--- src/rtl/pram_pkg.sv ---
package pram_pkg;
  localparam int unsigned DATA_W  = 32;
  localparam int unsigned BYTES_N = DATA_W / 8;
  localparam int unsigned HALF_W  = DATA_W / 2;

  typedef enum logic [2:0] {
    ST_IDLE,
    ST_WRITE,
    ST_READ,
    ST_CAPTURE,
    ST_RESPOND
  } seq_state_t;

  typedef struct packed {
    logic irq_en;
    logic chk_en;
  } ctl_cfg_t;
endpackage

--- src/rtl/pram_parity.sv ---
module pram_parity #(
  parameter int unsigned NBYTES = 4
) (
  input  logic [NBYTES*8-1:0] data,
  output logic [NBYTES-1:0]   par
);
  for (genvar b = 0; b < NBYTES; b++) begin : g_byte
    assign par[b] = ~(^data[b*8 +: 8]);
  end
endmodule

--- src/rtl/pram_fold.sv ---
module pram_fold
  import pram_pkg::*;
(
  input  logic              half,
  input  logic              hi,
  input  logic [DATA_W-1:0] wr_in,
  input  logic [DATA_W-1:0] rd_in,
  output logic [DATA_W-1:0] wr_lane,
  output logic [BYTES_N-1:0] lane_mask,
  output logic [DATA_W-1:0] rd_out
);
  localparam int unsigned HB = BYTES_N / 2;

  always_comb begin
    if (half) begin
      wr_lane   = {wr_in[HALF_W-1:0], wr_in[HALF_W-1:0]};
      lane_mask = hi ? {{HB{1'b1}}, {HB{1'b0}}} : {{HB{1'b0}}, {HB{1'b1}}};
      rd_out    = {{HALF_W{1'b0}}, (hi ? rd_in[DATA_W-1:HALF_W] : rd_in[HALF_W-1:0])};
    end else begin
      wr_lane   = wr_in;
      lane_mask = '1;
      rd_out    = rd_in;
    end
  end
endmodule

--- src/rtl/pram_ctl.sv ---
module pram_ctl
  import pram_pkg::*;
(
  input  logic       clk,
  input  logic       rst_n,
  input  logic       wr,
  input  logic [2:0] wdata,
  input  logic       err_set,
  output ctl_cfg_t   cfg,
  output logic       err_flag,
  output logic       irq
);
  always_ff @(posedge clk) begin
    if (!rst_n) begin
      cfg.chk_en <= 1'b1;
      cfg.irq_en <= 1'b0;
      err_flag   <= 1'b0;
    end else begin
      if (wr) begin
        cfg.chk_en <= wdata[0];
        cfg.irq_en <= wdata[1];
      end
      if (err_set)
        err_flag <= 1'b1;
      else if (wr && wdata[2])
        err_flag <= 1'b0;
    end
  end

  assign irq = err_flag & cfg.irq_en;
endmodule

--- src/rtl/pram_ctrl.sv ---
module pram_ctrl
  import pram_pkg::*;
#(
  parameter int unsigned AW         = 16,
  parameter int unsigned LINE_WORDS = 4
) (
  input  logic              clk,
  input  logic              rst_n,
  input  logic              req_valid,
  output logic              req_ready,
  input  logic              req_write,
  input  logic              req_half,
  input  logic              req_quad,
  input  logic [AW-1:0]     req_addr,
  input  logic [31:0]       req_wdata,
  output logic              rsp_valid,
  input  logic              rsp_ready,
  output logic [31:0]       rsp_rdata,
  output logic              rsp_perr,
  output logic              ram_en,
  output logic              ram_we,
  output logic [AW-3:0]     ram_addr,
  output logic [3:0]        ram_wmask,
  output logic [31:0]       ram_wdata,
  output logic [3:0]        ram_wpar,
  input  logic [31:0]       ram_rdata,
  input  logic [3:0]        ram_rpar,
  input  logic              ctl_wr,
  input  logic [2:0]        ctl_wdata,
  output logic [2:0]        ctl_rdata,
  output logic              irq
);
  localparam int unsigned WAW = AW - 2;
  localparam int unsigned LWB = $clog2(LINE_WORDS);
  localparam logic [LWB-1:0] LAST_BEAT = LWB'(LINE_WORDS - 1);

  seq_state_t        state;
  logic [WAW-1:0]    a_word;
  logic              a_hi, is_half, is_quad;
  logic [DATA_W-1:0] wdat_q, rsp_data_q;
  logic              rsp_perr_q;
  logic [LWB-1:0]    beat;

  logic [DATA_W-1:0]  wr_lane, rd_folded;
  logic [BYTES_N-1:0] lane_mask, gen_par, chk_par, bad_bytes;
  logic               cap, mismatch, perr_hit, err_flag;
  ctl_cfg_t           cfg;

  pram_fold u_fold (
    .half(is_half), .hi(a_hi), .wr_in(wdat_q), .rd_in(ram_rdata),
    .wr_lane(wr_lane), .lane_mask(lane_mask), .rd_out(rd_folded)
  );

  pram_parity #(.NBYTES(BYTES_N)) u_gen (.data(wr_lane),   .par(gen_par));
  pram_parity #(.NBYTES(BYTES_N)) u_chk (.data(ram_rdata), .par(chk_par));

  // Bytes whose stored parity disagrees, limited to the lanes this access reads.
  assign bad_bytes = (chk_par ^ ram_rpar) & lane_mask;
  assign cap       = (state == ST_CAPTURE);
  assign mismatch  = |bad_bytes;
  assign perr_hit  = cap & mismatch & cfg.chk_en;

  pram_ctl u_ctl (
    .clk(clk), .rst_n(rst_n), .wr(ctl_wr), .wdata(ctl_wdata),
    .err_set(perr_hit), .cfg(cfg), .err_flag(err_flag), .irq(irq)
  );

  always_ff @(posedge clk) begin
    if (!rst_n) begin
      state      <= ST_IDLE;
      a_word     <= '0;
      a_hi       <= 1'b0;
      is_half    <= 1'b0;
      is_quad    <= 1'b0;
      wdat_q     <= '0;
      beat       <= '0;
      rsp_data_q <= '0;
      rsp_perr_q <= 1'b0;
    end else begin
      unique case (state)
        ST_IDLE: if (req_valid) begin
          a_word  <= req_addr[AW-1:2];
          a_hi    <= req_addr[1];
          is_quad <= req_quad & ~req_write;
          is_half <= req_half & (req_write | ~req_quad);
          wdat_q  <= req_wdata;
          beat    <= '0;
          state   <= req_write ? ST_WRITE : ST_READ;
        end
        ST_WRITE:   state <= ST_IDLE;
        ST_READ:    state <= ST_CAPTURE;
        ST_CAPTURE: begin
          rsp_data_q <= rd_folded;
          rsp_perr_q <= mismatch & cfg.chk_en;
          state      <= ST_RESPOND;
        end
        ST_RESPOND: if (rsp_ready) begin
          if (is_quad && beat != LAST_BEAT) begin
            beat              <= beat + 1'b1;
            a_word[LWB-1:0]   <= a_word[LWB-1:0] + 1'b1;
            state             <= ST_READ;
          end else begin
            state <= ST_IDLE;
          end
        end
        default: state <= ST_IDLE;
      endcase
    end
  end

  assign req_ready = (state == ST_IDLE);
  assign rsp_valid = (state == ST_RESPOND);
  assign rsp_rdata = rsp_data_q;
  assign rsp_perr  = rsp_perr_q;

  assign ram_en    = (state == ST_WRITE) || (state == ST_READ);
  assign ram_we    = (state == ST_WRITE);
  assign ram_addr  = a_word;
  assign ram_wmask = lane_mask;
  assign ram_wdata = wr_lane;
  assign ram_wpar  = gen_par;
  assign ctl_rdata = {err_flag, cfg.irq_en, cfg.chk_en};
endmodule

--- config.mk ---
export PLATFORM = sky130hd
export DESIGN_NAME = pram_ctrl
export DESIGN_NICKNAME = d
export VERILOG_FILES = /design/src/rtl/pram_pkg.sv /design/src/rtl/pram_parity.sv /design/src/rtl/pram_fold.sv /design/src/rtl/pram_ctl.sv /design/src/rtl/pram_ctrl.sv
export SDC_FILE = /design/constraint.sdc
export NUM_CORES = 1
export LEC_CHECK = 0
export ABC_CLOCK_PERIOD_IN_PS = 2300
export CORE_ASPECT_RATIO = 0.5
export CORE_MARGIN = 1.5
export CORE_UTILIZATION = 30
export CTS_CLUSTER_SIZE = 30
export DETAILED_ROUTE_END_ITERATION = 8
export DONT_BUFFER_PORTS = 1
export HOLD_SLACK_MARGIN = 0.15
export PLACE_DENSITY = 0.46
export RECOVER_POWER = 50
export SLEW_MARGIN = 0
export SYNTH_ARGS = -nofsm -noshare
export SYNTH_HDL_FRONTEND = slang
export SYNTH_HIERARCHICAL = 1
export SYNTH_SLANG_ARGS = --single-unit
--- constraint.sdc ---
create_clock -name clk -period 2.3 [get_ports clk]
set_clock_uncertainty 0.15 [all_clocks]
set_input_delay 0 -clock clk [delete_from_list [all_inputs] [get_ports clk]]
set_output_delay 0 -clock clk [all_outputs]
set_load 0.005 [all_outputs]
# Yosys cells after proc, flatten, opt, wreduce, memory -nomap -nowiden
# Cells that the tools add are included.
[totals]
output_inout_bits = 95
ff_bits = 90
input_bits = 95
[op_classes]
n_addsub = 2
n_reduce_logical = 18
bitwise = 19
n_eq_ne = 8
n_mux = 20
[op_table]
columns = ["operator", "count"]
rows = [
  ["2-to-1 mux 32 bit", 2],
  ["XOR reduction 8 bit", 8],
  ["2-to-1 mux 16 bit", 1],
  ["2-to-1 mux 2 bit", 8],
  ["one-hot mux 3 bit (4 select lines)", 1],
  ["inverter 1 bit", 10],
  ["2-to-1 mux 4 bit", 2],
  ["one-hot mux 2 bit (2 select lines)", 2],
  ["AND 1 bit", 6],
  ["== test 3 x 2 -> 1 bit, second input constant", 2],
  ["2-to-1 mux 3 bit", 2],
  ["adder 2 x 1 -> 2 bit, second input constant", 2],
  ["AND 4 bit", 1],
  ["inequality test 2 x 1 -> 1 bit, second input constant", 2],
  ["inequality test 2 bit, second input constant", 2],
  ["AND reduction 2 bit", 2],
  ["AND reduction 4 bit", 1],
  ["nonzero test 2 bit", 2],
  ["OR reduction 4 bit", 1],
  ["XOR 4 bit", 1],
  ["== test 3 x 1 -> 1 bit, second input constant", 1],
  ["== test 3 bit, second input constant", 1],
  ["zero test 3 bit", 1],
  ["logical AND 1 bit", 2],
  ["other kinds (3)", 4],
]

# Depth between registers and ports, before layout
# Gate-level depths: netlist of run 1.
[depth]
depth_word = 8
ltp_mapped = 9
mapped_depth_nobuf = 9

# Cells and area by module
# Netlist of run 1, hierarchy kept.
[by_module_without_submodules]
columns = ["mod", "cells_each", "instances", "area_each_um2"]
rows = [
  ["pram_ctrl", 407, 1, 3234.4],
  ["pram_fold", 73, 1, 685.7],
  ["pram_parity", 28, 2, 245.2],
  ["pram_ctl", 11, 1, 111.4],
]

# Worst setup path after synthesis of run 1
# Ideal clock, no wire load.
[synth_path]
path_type = "reg2reg"
from = "register is_half"
to = "register u_ctl.err_flag"
stages_incl_launch_ff = 10
t_arrival_ps = 1452
setup_slack_ps = 576
setup_time_ps = 121
path_cell_list = "dfxtp_1 > buf_6 > buf_2 > nand2b_1 > buf_4 > a22oi_1 > nand2_1 > and3_1 > o21ai_0 > a31oi_1"
[synth_via]
elab_chain_cells = 6
word_cells_on_any_way = 7
classes_between = "2 x mux; 3 x bitwise; 2 x reduce/logical"
[synth_rtl]
columns = ["item", "line_no", "text"]
rows = [
  ["start: declaration", "pram_ctrl.sv:39", "logic a_hi, is_half, is_quad;"],
  ["start signal: assignment", "pram_ctrl.sv:85", "is_half <= req_half & (req_write | ~req_quad);"],
  ["2-to-1 mux 4 bit (*)", "pram_fold.sv:15", "if (half) begin"],
  ["via ram_wmask[2]", "pram_ctrl.sv:23", "output logic [3:0] ram_wmask,"],
  ["AND 4 bit (*)", "pram_ctrl.sv:58", "assign bad_bytes = (chk_par ^ ram_rpar) & lane_mask;"],
  ["OR reduction 4 bit (*)", "pram_ctrl.sv:60", "assign mismatch = |bad_bytes;"],
  ["AND 1 bit (*) (2 in a row)", "pram_ctrl.sv:61", "assign perr_hit = cap & mismatch & cfg.chk_en;"],
  ["via perr_hit", "pram_ctrl.sv:46", "logic cap, mismatch, perr_hit, err_flag;"],
  ["2-to-1 mux 1 bit / nonzero test 2 bit (equally long branches)", "n/a", ""],
  ["end signal: assignment", "pram_ctl.sv:17", "err_flag <= 1'b0;"],
  ["end signal: assignment", "pram_ctl.sv:24", "err_flag <= 1'b1;"],
  ["end signal: assignment", "pram_ctl.sv:26", "err_flag <= 1'b0;"],
  ["end: declaration", "pram_ctl.sv:10", "output logic err_flag,"],
]
# The timed path passes the listed nets; every way through them passes the cells marked *.
# A chain may end at the register's enable or synchronous reset.

# Worst setup path after layout of run 1
[layout_path]
from = "register state[2]"
to = "register wdat_q[12]"
[layout_via]
elab_chain_cells = 2
[layout_rtl]
columns = ["item", "line_no", "text"]
rows = [
  ["start: declaration", "pram_ctrl.sv:37", "seq_state_t state;"],
  ["start signal: assignment", "pram_ctrl.sv:88", "state <= req_write ? ST_WRITE : ST_READ;"],
  ["zero test 3 bit", "n/a", ""],
  ["via req_ready", "pram_ctrl.sv:10", "output logic req_ready,"],
  ["AND reduction 2 bit (no line)", "n/a", ""],
  ["end signal: assignment", "pram_ctrl.sv:86", "wdat_q <= req_wdata;"],
  ["end: declaration", "pram_ctrl.sv:40", "logic [DATA_W-1:0] wdat_q, rsp_data_q;"],
]
# The timed path passes the listed nets, and every way through them passes these cells.

==> reports/qor.yml, run 1 <==
most_used_standard_cell_by_instance_count_after_synthesis: "sky130_fd_sc_hd__nand2_1"
clk_root_buffer_cell: "sky130_fd_sc_hd__clkbuf_16"
grt_max_degree: 55
run_status: "finished, final reports clean"
critical_path.endpoint_type: "register"
ys_top_cells_by_area: "sky130_fd_sc_hd__dfxtp_1 (40%), sky130_fd_sc_hd__nand2_1 (13%), sky130_fd_sc_hd__xnor2_1 (11%)"
syn-instance-count: 547
synth-adder-area-share_pct: 0.277
grt_first_pass_wirelength_um: 21400
setup.worst_path.start_class: "register"
pwr-share-seq_pct: 43.6
synth_top_family_by_area: "simple AND/OR/NAND/NOR gates"
clock_sink_count: 90
final.fill_count: 1466
final_layout_net_count: 757
number_of_global_route_vias_before_repair: 4201
synthesis.yosys.warnings: 6
tritoncts: "yes"
cts-root-to-sink-buffers: 2
numCtsBuffers: 9
layout_min_cycle_time_ns: 2.15
placement.io_buffers: 0
setup_tns_ns: 0
fin_total_pwr_mw: 3.97
area.growth.synth_to_final_pct: 38.7
synthXorXnorAreaFrac_pct: 11.8
io-pin-count: 190
multi_input_comb_area_sq_um: 2390
postSynthAreaPerCell_sq_um: 8.27
leakagePower_nw: 2.23
power_frac_comb_pct: 22.1
synth-edff-count: 0
seq_area_frac_synth_pct: 39.8
max-cap-violations: 0
synth_compound_gate_area_share_pct: 11.2
yosys.area_share.simple_pct: 19.8
grt-ovfl-total: 0
critical_path.max_fanout: 23
placeableCoreArea_sq_um: 14600
worstPathRequired_ns: 2.41
routed_wirelength_um: 13600
max-vdd-ir-drop_v: 0.000310
syn_area_sq_um: 4520
finalCritPeriodShare_pct: 93.5
power.net_switching_mw: 1.09
grt_antenna_before_repair: 0
die_h_um: 89.8
crit_type: "reg2reg"
dieWidth_um: 177
finalHoldWorstSlack_ns: 0.180
insertedDiodeCount: 0
synth_largest_area_cell: "sky130_fd_sc_hd__dfxtp_1"
clkTransAtPathRegs_ns: 0.07
synth.cells.most_frequent: "sky130_fd_sc_hd__nand2_1 (161), sky130_fd_sc_hd__dfxtp_1 (90), sky130_fd_sc_hd__a21oi_1 (83), sky130_fd_sc_hd__xnor2_1 (57), sky130_fd_sc_hd__buf_4 (25)"
ys.flop_type: "sky130_fd_sc_hd__dfxtp_1"
detailedPlacementHpwl_um: 8460
post-route-util_pct: 43.0
dr.first_iter.drc_count: 98
floorplan.initialDensity_pct: 31.0
synth.mux.area_fraction_pct: 9.60
slowest_stage: "sky130_fd_sc_hd__dlygate4sd3_1"
clkLatencyLatePin_ns: 0.34
routed_via_count: 3992
mappedNetlistNets: 643
maxClockFrequency_mhz: 465
cts.htree.levels: 3
layout_cells_sized_above_1_pct: 8.27
detail_route.vias_per_cell: 4.63
worst_hold_path_type: "in2reg"
critical-path-max-stage-delay_ns: 0.55
globalRouteTotalUtil_pct: 16.9
clkPwrFrac_pct: 34.4
timing_max_transition_violations_final: 0
rows: 31
die_area_sq_um: 15900
route.detailed.drc: 0
crit_chain: "nor3_4 -> and2_4 -> clkbuf_16 -> nand2_1 -> dlygate4sd3_1 -> a21oi_1"
ys_seq_elements: 90
critical_path_arrival_ns: 2.26
wl_per_cell_um: 15.8
switching_share_pct: 27.4
place_congestion: 0.782
antenna_left: 0
timing.final.setup_violations: 0
slew_headroom_pct: 59.4
power_density_nw_per_um2: 632
synth-async-reset-ratio_pct: 0
drt_pass1_iterations: 4
finalHoldViolations: 0
regArea_sq_um: 1810
p_int_mw: 2.88
rsz0062_at_grt: "no"
ys_types: 38
netlist.area_leader.share_pct: 39.8
timing_worst_slew_pin_value_ns: 0.609
==> critical path: cells and delay by family, from the launching register on <==
kind | cells | cell delay, ns
AO/OA/AOI/OAI | 1 | 0.13
buffers and inverters | 2 | 0.76
flip-flops | 1 | 0.42
AND/OR/NAND/NOR | 3 | 0.61
==> through the flow <==
stage          instances  cell area [sq um]  worst slack (ns)
6_report             863               6270             0.149
5_1_grt              863               6270           0.00477
2_1_floorplan        547               4520             0.576
3_5_place_dp         706               4590             0.348
4_1_cts              862               6260            0.0240
3_3_place_gp         706               4590             0.369
==> per-layer routing <==
layer | vias to the layer above | share of wire, % | wire length (um) | global-route usage (%)
met5 | - | 0 | 0 | 0
met2 | 107 | 49 | 6610 | 29.8
li1 | 1988 | - | - | -
met4 | 0 | 0.67 | 91 | 4.03
met1 | 1890 | 45 | 6070 | 19.5
met3 | 7 | 6.2 | 839 | 5.67
==> registers in the layout, summed over array words and instances, names as in the netlist <==
signal,flops
is_quad,1
beat,2
state,3
wdat_q,32
ram_addr,14
rsp_rdata,32
u_ctl/cfg,2
u_ctl/err_flag,1
rsp_perr,1
is_half,1
a_hi,1
==> cells in the final DEF (no fill, tap or decap), types with 2 or more instances in the layout <==
master	instances
sky130_fd_sc_hd__mux2_2	14
sky130_fd_sc_hd__nand2_1	160
sky130_fd_sc_hd__nor2b_1	17
sky130_fd_sc_hd__inv_1	3
sky130_fd_sc_hd__a22oi_1	2
sky130_fd_sc_hd__buf_4	7
sky130_fd_sc_hd__and3_1	2
sky130_fd_sc_hd__xnor2_1	57
sky130_fd_sc_hd__buf_12	2
sky130_fd_sc_hd__mux2i_1	4
sky130_fd_sc_hd__nand2b_1	6
sky130_fd_sc_hd__mux2_4	9
sky130_fd_sc_hd__mux2_1	9
sky130_fd_sc_hd__clkbuf_16	10
sky130_fd_sc_hd__nor3b_1	2
sky130_fd_sc_hd__a21oi_1	83
sky130_fd_sc_hd__o21ai_0	2
sky130_fd_sc_hd__dlygate4sd3_1	141
sky130_fd_sc_hd__inv_2	2
sky130_fd_sc_hd__dfxtp_1	88
sky130_fd_sc_hd__clkbuf_1	6
sky130_fd_sc_hd__nand3_1	3
sky130_fd_sc_hd__xor2_1	4
sky130_fd_sc_hd__nor2_1	9
==> area by class of cell <==
type | instances | area share, %
Multi-Input combinational cell | 400 | 38.1
Sequential cell | 90 | 28.8
Timing Repair Buffer | 155 | 24.6
Clock buffer | 13 | 3.99
Tap cell | 198 | 3.95
Inverter | 5 | 0.299
Clock inverter | 2 | 0.219
==> kinds of logic after synthesis <==
family	count (synthesis)
simple gates	209
mux	36
buf+inv	57
xor+xnor	61
flops	90
compound gates	93
fa+ha+maj	1
==> final timing paths <==
kind | cells after the start | endpoint | start | slack [ns]
max | 6 | wdat_q[12] | state[2] | 0.15
min | 3 | u_ctl/cfg[0] | ctl_wr | 0.18
max reg2reg | 6 | wdat_q[12] | state[2] | 0.15
min reg2reg | 2 | wdat_q[17] | wdat_q[17] | 0.30
==> power groups by stage <==
stage / sequential (mW) / clock, mW / combinational [mW]
floorplan: 1.71 / 0 / 0.590
global placement: 1.76 / 0 / 0.635
detailed placement: 1.76 / 0 / 0.641
CTS: 1.73 / 1.42 / 0.868
global route: 1.74 / 1.49 / 0.962
finish: 1.73 / 1.36 / 0.876
==> what timing repair did <==
action / 4_1_cts / 5_1_grt
setup endpoints to repair: 0 / 46
buffers inserted: 0 / 0
endpoints found under the hold margin: 90 / 0
resized for setup: 0 / 4
hold buffers: 141 / 0
Power figures use the tool's default switching activity.
==> run 2: changes to the inputs <==
--- a/config.mk
+++ b/config.mk
@@ -6,7 +6,7 @@
 export NUM_CORES = 1
 export LEC_CHECK = 0
-export ABC_CLOCK_PERIOD_IN_PS = 2300
+export ABC_CLOCK_PERIOD_IN_PS = 2500
 export CORE_ASPECT_RATIO = 0.5
-export CORE_MARGIN = 1.5
+export CORE_MARGIN = 2
 export CORE_UTILIZATION = 30
 export CTS_CLUSTER_SIZE = 30
==> constraint.sdc (replaced) <==
create_clock -name clk -period 2.5 [get_ports clk]
set_clock_uncertainty 0.15 [all_clocks]
set_input_delay 0 -clock clk [delete_from_list [all_inputs] [get_ports clk]]
set_output_delay 0 -clock clk [all_outputs]
set_load 0.02 [all_outputs]
==> run 2 against run 1 <==
Compared with the run above: cell count shrank 0.46%; wire length shrank 2.4%; die area grew 1.7%; register-to-register slack gained 0.02 ns; sequential power shrank 5%; non-clock buffer count shrank 5; global-route usage grew 0.069 points; critical endpoint is now ram_wpar[3].
==> reports/qor.yml, run 2 (synthesized netlist as in run 1, its figures left out) <==
insertedDiodeCount: 0  # unchanged
r2r_setup_slack_ns: 0.17  # +0.02 ns
fin_area_sq_um: 6250  # -0.36%
route.detailed.drc: 0  # unchanged
grt_antenna_before_repair: 0  # unchanged
grt_max_degree: 54  # -1.8%
routed_via_count: 3984  # -0.20%
fin_ws_ns: 0.125  # -0.0236 ns
crit_type: "reg2out"
commonest_cells_after_routing_fill_and_taps_aside: "sky130_fd_sc_hd__nand2_1 (161), sky130_fd_sc_hd__dlygate4sd3_1 (134), sky130_fd_sc_hd__dfxtp_1 (89)"
rsz0062_at_grt: "no"
setup.worst_path.start_class: "register"
crit_cells: 6  # unchanged
wl_per_cell_um: 15.4  # -2.0%
critical_path_start: "is_half"
layout_commonest_cell: "sky130_fd_sc_hd__nand2_1"
critical_path.max_fanout: 13  # -43%
floorplan.initialDensity_pct: 31.0  # unchanged
timing.reg2reg.worst_path_depth: 6  # unchanged
timing_worst_slew_pin_value_ns: 0.897  # +0.288 ns
dr.first_iter.drc_count: 120  # +22%
setup_tns_ns: 0  # unchanged
drt_pass1_iterations: 4  # unchanged
clkLatencyLatePin_ns: 0.34  # about the same
place_congestion: 0.777  # -0.68%
post_placement_setup_slack_ns: 0.431  # +0.0821 ns
die_h_um: 90.8  # +1.1%
max-vdd-ir-drop_v: 0.000283  # -8.6%
run_status: "finished, final reports clean"
critical-path-max-stage-delay_ns: 0.48  # -0.07 ns
placeableCoreArea_sq_um: 14600  # unchanged
cts-root-to-sink-buffers: 2  # unchanged
die_area_sq_um: 16100  # +1.7%
final_layout_net_count: 752  # -0.66%
cts.htree.levels: 3  # unchanged
path_buf_inv: 2  # unchanged
io-pin-count: 190  # unchanged
detailedPlacementHpwl_um: 8670  # +2.6%
crit-reg2reg-launch: "state[2]"
critical_path_arrival_ns: 2.22  # -0.04 ns
worstSetupEndpoint: "ram_wpar[3]"
leakagePower_nw: 2.34  # +5.1%
slew_headroom_pct: 40.2  # -19 points
power_density_nw_per_um2: 621  # -1.8%
grt_first_pass_wirelength_um: 21600  # +1.1%
regToRegEndpoint: "ram_addr[5]"
globalRouteTotalUtil_pct: 16.9  # +0.069 points
number_of_global_route_vias_before_repair: 4073  # -3.0%
grt-ovfl-total: 0  # unchanged
slowest_stage: "sky130_fd_sc_hd__dfxtp_2"
finalCritPeriodShare_pct: 95.0
layout_cells_sized_above_1_pct: 9.23  # +0.96 points
clkTransAtPathRegs_ns: 0.07  # about the same
routed_wirelength_um: 13300  # -2.4%
numCtsBuffers: 9  # unchanged
timing_max_transition_violations_final: 0  # unchanged
layout_min_cycle_time_ns: 2.37
maxClockFrequency_mhz: 421
crit_chain: "buf_6 -> mux2_1 -> xnor2_1 -> xnor2_1 -> xnor2_1 -> buf_4"
final.fill_count: 1489  # +1.6%
rows: 31  # unchanged
detail_route.vias_per_cell: 4.64  # +0.26%
tritoncts: "yes"
finalHoldViolations: 0  # unchanged
timing.final.setup_violations: 0  # unchanged
worstPathRequired_ns: 2.35  # -0.06 ns
clk_root_buffer_cell: "sky130_fd_sc_hd__clkbuf_16"
finalHoldWorstSlack_ns: 0.159  # -0.0207 ns
max-cap-violations: 0  # unchanged
dieWidth_um: 178  # +0.57%
placement.io_buffers: 0  # unchanged
clock_sink_count: 90  # unchanged
critical_path.endpoint_type: "primary output"
worst_hold_path_type: "in2reg"
critical_path.top_delay_family: "XOR/XNOR gates"
timing.critical_path.mode_cell: "sky130_fd_sc_hd__xnor2_1"
placement.cell_area_sq_um: 4610  # +0.55%
area.growth.synth_to_final_pct: 38.2
antenna_left: 0  # unchanged
run 2: worst min-delay path: cells and delay by family:
family | cells | cell delay, ns
AND/OR/NAND/NOR | 2 | 0.29
buffers and inverters | 1 | 0.05
XOR/XNOR | 1 | 0.06
AO/OA/AOI/OAI | 2 | 0.21
run 2: per-layer routing:
layer  vias up  GRT usage (%)  wire length, um
li1       1981              -                -
met1      1883           20.5             5920
met2       106           28.5             6340
met3        14           5.77              865
met4         0           4.64              148
met5         -              0                0
run 2: layout make-up:
type / instances / area [sq um] / area share, %
flip-flops and latches: 90 / 1800 / 28.8
clock inverters: 5 / 37.5 / 0.600
repair buffers: 150 / 1500 / 23.9
well taps: 198 / 248 / 3.96
clock buffers: 11 / 253 / 4.04
inverters: 5 / 18.8 / 0.300
multi-input cells: 400 / 2400 / 38.3
run 2: what timing repair did:
item | CTS | global route
endpoints found under the hold margin | 90 | 0
setup endpoints to repair | 0 | 33
gates resized for setup | 0 | 3
setup buffers | 0 | 1
hold buffers | 134 | 0
run 2: worst min-delay path by stage:
stage                      startpoint             end  depth (start not counted)
final                     ram_rpar[0]  u_ctl/err_flag                          6
after global routing      ram_rpar[0]  u_ctl/err_flag                          6
after CTS                 ram_rpar[1]  u_ctl/err_flag                          6
after detailed placement        rst_n    u_ctl/cfg[0]                          1
after global placement          rst_n    u_ctl/cfg[0]                          1
after floorplan                 rst_n    u_ctl/cfg[0]                          1
run 2: power by group:
part	switching (mW)	internal (mW)
registers	0.131	1.51
clock network	0.597	0.733
logic	0.449	0.464
run 2: stage by stage:
| stage | total power [mW] | util, % | instances |
|---|---|---|---|
| 6_report | 3.88 | 42.9 | 859 |
| 4_1_cts | 3.93 | 42.8 | 858 |
| 5_1_grt | 4.08 | 42.9 | 859 |
| 3_3_place_gp | 2.38 | 31.6 | 708 |
| 3_5_place_dp | 2.39 | 31.6 | 708 |
| 2_1_floorplan | 2.25 | - | 547 |
